`src/rtl/pot_pkg.sv`:
```
package pot_pkg;
    localparam int FRAME_W = 24;
    localparam int CMD_W   = 4;
    localparam int ADDR_W  = 4;
    localparam int DATA_W  = 16;

    typedef enum logic [CMD_W-1:0] {
        CMD_NOP      = 4'h0,
        CMD_LOAD_ONE = 4'h1,
        CMD_STORE_W  = 4'h2,
        CMD_STORE_D  = 4'h3,
        CMD_LOAD_ALL = 4'h8,
        CMD_READ_NV  = 4'h9,
        CMD_READ_WP  = 4'hA,
        CMD_SET_WP   = 4'hB
    } cmd_e;

    typedef enum logic [1:0] {
        ST_IDLE = 2'd0,
        ST_EXEC = 2'd1,
        ST_BUSY = 2'd2
    } state_e;
endpackage

```
`src/rtl/pot_shifter.sv`:
```
module pot_shifter #(
    parameter int FRAME_W = 24
) (
    input  logic               clk,
    input  logic               rst_n,
    input  logic               shift_en,
    input  logic               sdi,
    input  logic               load_en,
    input  logic [FRAME_W-1:0] load_word,
    output logic [FRAME_W-1:0] frame,
    output logic               sdo
);
    logic [FRAME_W-1:0] shreg;

    always_ff @(posedge clk or negedge rst_n) begin
        if (!rst_n) begin
            shreg <= '0;
        end else if (load_en) begin
            shreg <= load_word;
        end else if (shift_en) begin
            shreg <= {shreg[FRAME_W-2:0], sdi};
        end
    end

    assign frame = shreg;
    assign sdo   = shreg[FRAME_W-1];
endmodule

```
`src/rtl/pot_regs.sv`:
```
module pot_regs #(
    parameter int NCH    = 2,
    parameter int CODE_W = 10
) (
    input  logic                  clk,
    input  logic                  rst_n,
    input  logic                  preset_pulse,
    input  logic [NCH-1:0]        wr_wiper,
    input  logic [NCH-1:0]        ld_from_nv,
    input  logic [NCH-1:0]        wr_nv,
    input  logic                  nv_from_wiper,
    input  logic [CODE_W-1:0]     code_in,
    output logic [NCH*CODE_W-1:0] wiper_o,
    output logic [NCH*CODE_W-1:0] nv_o
);
    localparam logic [CODE_W-1:0] MIDSCALE = CODE_W'(1) << (CODE_W - 1);

    for (genvar ch = 0; ch < NCH; ch++) begin : g_chan
        logic [CODE_W-1:0] wiper_q;
        logic [CODE_W-1:0] nv_q;

        always_ff @(posedge clk or negedge rst_n) begin
            if (!rst_n) begin
                wiper_q <= MIDSCALE;
                nv_q    <= MIDSCALE;
            end else begin
                if (wr_nv[ch]) begin
                    nv_q <= nv_from_wiper ? wiper_q : code_in;
                end
                if (preset_pulse || ld_from_nv[ch]) begin
                    wiper_q <= nv_q;
                end else if (wr_wiper[ch]) begin
                    wiper_q <= code_in;
                end
            end
        end

        assign wiper_o[ch*CODE_W +: CODE_W] = wiper_q;
        assign nv_o[ch*CODE_W +: CODE_W]    = nv_q;
    end
endmodule

```
`src/rtl/pot_ctrl.sv`:
```
module pot_ctrl
    import pot_pkg::*;
#(
    parameter int NCH         = 2,
    parameter int CODE_W      = 10,
    parameter int BUSY_CYCLES = 200
) (
    input  logic                  clk,
    input  logic                  rst_n,
    input  logic                  cs_rise,
    input  logic                  wp_n,
    input  logic [FRAME_W-1:0]    frame,
    input  logic [NCH*CODE_W-1:0] wiper_all,
    input  logic [NCH*CODE_W-1:0] nv_all,
    output logic [NCH-1:0]        wr_wiper,
    output logic [NCH-1:0]        ld_from_nv,
    output logic [NCH-1:0]        wr_nv,
    output logic                  nv_from_wiper,
    output logic [CODE_W-1:0]     code_out,
    output logic                  load_en,
    output logic [FRAME_W-1:0]    load_word,
    output logic                  ready
);
    localparam int CNT_W = $clog2(BUSY_CYCLES + 1);
    localparam int CH_W  = $clog2(NCH);
    localparam int PAD_W = DATA_W - CODE_W;

    state_e             state, state_n;
    logic [FRAME_W-1:0] frame_q, frame_n;
    logic [CNT_W-1:0]   cnt, cnt_n;

    cmd_e               cmd;
    logic [ADDR_W-1:0]  addr;
    logic [PAD_W-1:0]   echo;
    logic [CH_W-1:0]    idx;
    logic               addr_ok;
    logic               allowed;
    logic [NCH-1:0]     sel;

    assign cmd      = cmd_e'(frame_q[FRAME_W-1 -: CMD_W]);
    assign addr     = frame_q[DATA_W +: ADDR_W];
    assign echo     = frame_q[CODE_W +: PAD_W];
    assign code_out = frame_q[CODE_W-1:0];
    assign idx      = addr[CH_W-1:0];
    assign addr_ok  = (32'(addr) < NCH);
    assign allowed  = wp_n;

    always_comb begin
        sel = '0;
        if (addr_ok) sel[idx] = 1'b1;
    end

    always_ff @(posedge clk or negedge rst_n) begin
        if (!rst_n) begin
            state   <= ST_IDLE;
            frame_q <= '0;
            cnt     <= '0;
        end else begin
            state   <= state_n;
            frame_q <= frame_n;
            cnt     <= cnt_n;
        end
    end

    always_comb begin
        state_n       = state;
        frame_n       = frame_q;
        cnt_n         = cnt;
        wr_wiper      = '0;
        ld_from_nv    = '0;
        wr_nv         = '0;
        nv_from_wiper = 1'b0;
        load_en       = 1'b0;
        load_word     = '0;
        unique case (state)
            ST_IDLE: begin
                if (cs_rise) begin
                    frame_n = frame;
                    state_n = ST_EXEC;
                end
            end
            ST_EXEC: begin
                state_n = ST_IDLE;
                unique case (cmd)
                    CMD_SET_WP:   if (allowed) wr_wiper = sel;
                    CMD_LOAD_ONE: if (allowed) ld_from_nv = sel;
                    CMD_LOAD_ALL: if (allowed) ld_from_nv = '1;
                    CMD_STORE_W, CMD_STORE_D: begin
                        if (allowed && addr_ok) begin
                            wr_nv         = sel;
                            nv_from_wiper = (cmd == CMD_STORE_W);
                            cnt_n         = CNT_W'(BUSY_CYCLES - 1);
                            state_n       = ST_BUSY;
                        end
                    end
                    CMD_READ_NV, CMD_READ_WP: begin
                        if (addr_ok) begin
                            load_en   = 1'b1;
                            load_word = {cmd, addr, echo,
                                         (cmd == CMD_READ_NV) ? nv_all[idx*CODE_W +: CODE_W]
                                                              : wiper_all[idx*CODE_W +: CODE_W]};
                        end
                    end
                    default: ;
                endcase
            end
            ST_BUSY: begin
                if (cnt == '0) state_n = ST_IDLE;
                else           cnt_n = cnt - 1'b1;
            end
            default: state_n = ST_IDLE;
        endcase
    end

    assign ready = (state != ST_BUSY);
endmodule

```
`src/rtl/pot_serial_ctrl.sv`:
```
module pot_serial_ctrl
    import pot_pkg::*;
#(
    parameter int NCH         = 2,
    parameter int CODE_W      = 10,
    parameter int BUSY_CYCLES = 200
) (
    input  logic                  clk,
    input  logic                  rst_n,
    input  logic                  sclk,
    input  logic                  sdi,
    input  logic                  cs_n,
    input  logic                  wp_n,
    input  logic                  preset,
    output logic                  sdo,
    output logic                  ready,
    output logic [NCH*CODE_W-1:0] wiper_codes
);
    logic sclk_q, cs_q, preset_q;
    logic sclk_rise, cs_rise, preset_pulse;

    logic [FRAME_W-1:0]    frame, load_word;
    logic                  load_en;
    logic [NCH-1:0]        wr_wiper, ld_from_nv, wr_nv;
    logic                  nv_from_wiper;
    logic [CODE_W-1:0]     code;
    logic [NCH*CODE_W-1:0] nv_codes;

    always_ff @(posedge clk or negedge rst_n) begin
        if (!rst_n) begin
            sclk_q   <= 1'b0;
            cs_q     <= 1'b1;
            preset_q <= 1'b0;
        end else begin
            sclk_q   <= sclk;
            cs_q     <= cs_n;
            preset_q <= preset;
        end
    end

    assign sclk_rise    = sclk & ~sclk_q;
    assign cs_rise      = cs_n & ~cs_q;
    assign preset_pulse = preset & ~preset_q;

    pot_shifter #(.FRAME_W(FRAME_W)) u_shift (
        .clk       (clk),
        .rst_n     (rst_n),
        .shift_en  (sclk_rise & ~cs_n),
        .sdi       (sdi),
        .load_en   (load_en),
        .load_word (load_word),
        .frame     (frame),
        .sdo       (sdo)
    );

    pot_ctrl #(.NCH(NCH), .CODE_W(CODE_W), .BUSY_CYCLES(BUSY_CYCLES)) u_ctrl (
        .clk           (clk),
        .rst_n         (rst_n),
        .cs_rise       (cs_rise),
        .wp_n          (wp_n),
        .frame         (frame),
        .wiper_all     (wiper_codes),
        .nv_all        (nv_codes),
        .wr_wiper      (wr_wiper),
        .ld_from_nv    (ld_from_nv),
        .wr_nv         (wr_nv),
        .nv_from_wiper (nv_from_wiper),
        .code_out      (code),
        .load_en       (load_en),
        .load_word     (load_word),
        .ready         (ready)
    );

    pot_regs #(.NCH(NCH), .CODE_W(CODE_W)) u_regs (
        .clk           (clk),
        .rst_n         (rst_n),
        .preset_pulse  (preset_pulse),
        .wr_wiper      (wr_wiper),
        .ld_from_nv    (ld_from_nv),
        .wr_nv         (wr_nv),
        .nv_from_wiper (nv_from_wiper),
        .code_in       (code),
        .wiper_o       (wiper_codes),
        .nv_o          (nv_codes)
    );
endmodule

```
`config.mk`:
```
export PLATFORM = sky130hd
export DESIGN_NAME = pot_serial_ctrl
export DESIGN_NICKNAME = d
export VERILOG_FILES = /design/src/rtl/pot_pkg.sv /design/src/rtl/pot_shifter.sv /design/src/rtl/pot_regs.sv /design/src/rtl/pot_ctrl.sv /design/src/rtl/pot_serial_ctrl.sv
export SDC_FILE = /design/constraint.sdc
export NUM_CORES = 1
export LEC_CHECK = 0
export BUFFER_PORTS_ARGS = -buffer_cell sky130_fd_sc_hd__buf_2
export CORE_ASPECT_RATIO = 0.9
export CORE_MARGIN = 5
export CORE_UTILIZATION = 40
export CTS_BUF_LIST = sky130_fd_sc_hd__clkbuf_4 sky130_fd_sc_hd__clkbuf_8 sky130_fd_sc_hd__clkbuf_16
export DETAILED_ROUTE_END_ITERATION = 7
export GPL_TIMING_DRIVEN = 0
export PLACE_DENSITY_LB_ADDON = 0.1
export SYNTH_ARGS = -nofsm -noshare
export SYNTH_HDL_FRONTEND = slang
export SYNTH_SLANG_ARGS = --single-unit
```
`constraint.sdc`:
```
create_clock -name clk -period 5.32 [get_ports clk]
set_input_delay 0.266 -clock clk [delete_from_list [all_inputs] [get_ports clk]]
set_output_delay 0.266 -clock clk [all_outputs]
set_load 0.005 [all_outputs]
```
==> metrics <==
outcome=finished clean; n_diodes=0; Worst EP required=about 5600 ps; Peak VDD IR=between 0.2 and 0.25 mV; die area=between 0.01 and 0.015 mm^2; Min-Delay Path Class=input pin to flip-flop; Crit-path slowest cell=nor4b_4; leak pwr=around 2.7 nW; Post-DRT Antenna Nets=0; Seq cells post-synth=between 100 and 150; crit path kind=flip-flop to flip-flop; # clock sinks=roughly 100; Mapped Cells=slightly above 400; Synth Flop Type=dfrtp_1; I/O Pins=29; Synth Area in Compound Gates=slightly below 9%; ratio of cells with drive above 1 in the final layout=~28%; fmax=0.4201 GHz; via/cell ratio=5.308; Crit path largest cell delay=570 ps; WL final=approximately 11,000 um; Non-Filler Instances=621; Rows=38; CTS tree=yes; Syn Nets=~420; Psw=between 0.6 and 0.7 mW; global route overflow=0; Max-cap violations=0; post-route minimum period=between 2000 and 2500 ps; multiplexer area fraction after synthesis=around 27%; synth warn=0; clk_skew=between 6 and 7 ps; drt first pass iters=4; Commonest cells post-synth=dfrtp_1, mux2i_1, mux2_2; Yosys cell types=39; Fin. Hold Viols=0; Seq/Total Area, Yosys=between 50% and 60%; sequential power share=between 40% and 50%; Setup TNS=0 ps; chip height=115.2 um; RSZ-0062 raised after global routing=no; Layout Cell Area excl Fill=roughly 0.0056 mm^2; 1st-iter DRT viols=191; Critical Path Source Type=flip-flop; CP bufs+invs=1; clock buffer depth=2; FF-to-FF path depth=5; register area=approximately 0.0025 mm^2; Comb pwr share=20.8%; Power Dens Cells=roughly 410 mW/mm^2; Crit. End Element=flip-flop; top-count cell post-synth=dfrtp_1; minimum setup slack among reg-to-reg paths=between 2000 and 3000 ps; placed cells=604; Filler Cell Count=roughly 1,100; CP dominant cell by count=mux2_2; critical path arrival=~2600 ps; Clock power frac=29.5%; gpl congestion=roughly 0.80; Synth async-reset ratio=between 90% and 100%; Hold WS=39.95 ps; cell area after placement=roughly 0.0053 mm^2; worst path cell trace=nor4b_4 > and4_2 > buf_2 > mux2_2 > mux2_2; Slew headroom=between 10% and 20%; Layout area overhead=14.18%; Detailed Place HPWL=around 7400 um; total number of vias=about 3,300; CTS buffer count=9; Syn Std Cell Area=a little under 0.005 mm^2; stages on the worst setup path=5; first-pass GRT wire length=around 19,000 um; initial antenna violation count=0; Synth Area in Adders=0.5090%; DRC Markers=0; pre-CTS setup slack=2921 ps; syn avg cell area=roughly 12 um^2; Post-Synth Simple-Gate Area=9.137%; final setup vio count=0; clock slew seen by the registers of the worst setup and hold paths=60 ps; die width=126.9 um; Net Sw Frac=approximately 30%; clk_lat worst skew=approximately 340 ps; Placeable Area=between 0.01 and 0.015 mm^2; cell internal pwr=1.629 mW; Synth Area in XOR/XNOR=less than 1%; Worst-Margin Slew=between 1000 and 1500 ps; largest net degree at the start of global routing=58; CTS H-tree lvls=3; WHS Path Cells=1; multi-input combinational cell area=roughly 0.0023 mm^2; routed length per instance=18.13 um; final period utilization=44.74%; final net count=approximately 470; Final WS setup=2940 ps; Root Buffer=clkbuf_16; largest family of logic cells by synthesized area=multiplexers; All-Layer GR Usage=between 10% and 20%; largest area contributor in the netlist=dfrtp_1; Synth top area share=about half; CP max FO=10; vias in the first global route=~3,400; delay-heaviest family, CP=simple AND/OR/NAND/NOR gates; number of synthesized flops with an enable pin=0; synth top area cells=dfrtp_1, mux2_2, mux2i_1; Initial Utilization=around 41%; Port Buffers=28; fin. max-slew vios=0; post-cts resize count=0
-- final timing paths --
path	from	end
max in group asynchronous	rst_n	u_regs.g_chan[0].wiper_q[9]
min in group asynchronous	rst_n	u_ctrl.cnt[0]
worst min-delay path	sclk	sclk_q
worst min register to register	u_regs.g_chan[0].nv_q[9]	u_regs.g_chan[0].nv_q[9]
worst max register to register	u_ctrl.frame_q[19]	u_regs.g_chan[0].wiper_q[1]
worst max-delay path	u_ctrl.frame_q[19]	u_regs.g_chan[0].wiper_q[1]
-- area by class of cell --
cell class	instances	area share [%]
sequential	101	45.14
multi-input combinational	286	40.39
clock buffer	13	4.882
tap	160	3.567
timing repair buffer	30	3.210
buffer	21	1.583
clock inverter	3	0.7579
inverter	7	0.4681
-- registers in the layout, indices dropped and copies added (netlist names) --
name,count
u_regs.g_chan.nv_q,20
preset_q,1
u_shift.frame,24
sclk_q,1
u_regs.g_chan.wiper_q,20
cs_q,1
u_ctrl.cnt,8
u_ctrl.frame_q,24
u_ctrl.state,2
-- power groups by stage --
stage | clock network (mW) | registers [mW] | logic (mW)
floorplan | 0 | 1.11 | 0.387
global placement | 0 | 1.17 | 0.471
detailed placement | 0 | 1.17 | 0.487
CTS | 0.707 | 1.16 | 0.490
global route | 0.737 | 1.19 | 0.544
finish | 0.684 | 1.15 | 0.482
-- repair_timing --
| item | in CTS | in global routing |
|---|---|---|
| setup buffers | 0 | 0 |
| hold buffers | 1 | 0 |
| hold endpoints to repair | 43 | 0 |
| setup endpoints to repair | 0 | 0 |
-- placed cells by master (no fill, tap or decap), types with 4 or more instances in the layout --
| master | Yosys | final |
|---|---|---|
| o22ai_1 | 10 | 10 |
| nor2_1 | 16 | 16 |
| nand2_1 | 40 | 40 |
| mux2_2 | 62 | 62 |
| dfrtp_1 | 96 | 96 |
| mux2i_1 | 65 | 65 |
| nand4_1 | 4 | 4 |
| clkbuf_16 | 0 | 9 |
| o21ai_0 | 22 | 22 |
| clkbuf_1 | 12 | 12 |
| o21a_1 | 12 | 12 |
| and3_1 | 4 | 4 |
| nand3_1 | 5 | 5 |
| dfstp_2 | 5 | 5 |
| inv_1 | 7 | 7 |
| buf_2 | 8 | 35 |
| a21oi_1 | 16 | 16 |
-- worst reg2reg max path, stage by stage (launching register included) --
cell,delay [ps]
dfrtp_1,420
nor4b_4,570
and4_2,300
buf_2,330
mux2_2,380
mux2_2,260
-- logic make-up (layout without fill, tap and decap cells) --
| logic type | count (synthesis) | in the layout |
|---|---|---|
| simple gates | 86 | 86 |
| xor+xnor | 1 | 1 |
| buf+inv | 28 | 74 |
| fa+ha+maj | 2 | 2 |
| mux | 127 | 127 |
| flops | 101 | 101 |
| compound gates | 70 | 70 |
-- routing by layer --
metal	up-vias	track usage, %	routed length (um)
li1	1582	-	-
met2	53	25.39	4998
met1	1646	24.50	5525
met4	0	5.790	206
met5	-	0	0
met3	15	3.484	529
-- stage by stage --
step | total power [mW] | util, %
finish | 2.320 | 46.66
global route | 2.468 | 46.66
CTS | 2.352 | 46.66
detailed placement | 1.655 | 43.95
global placement | 1.637 | 43.70
floorplan | 1.496 | -
No activity file was read; power rests on OpenSTA's default activity.
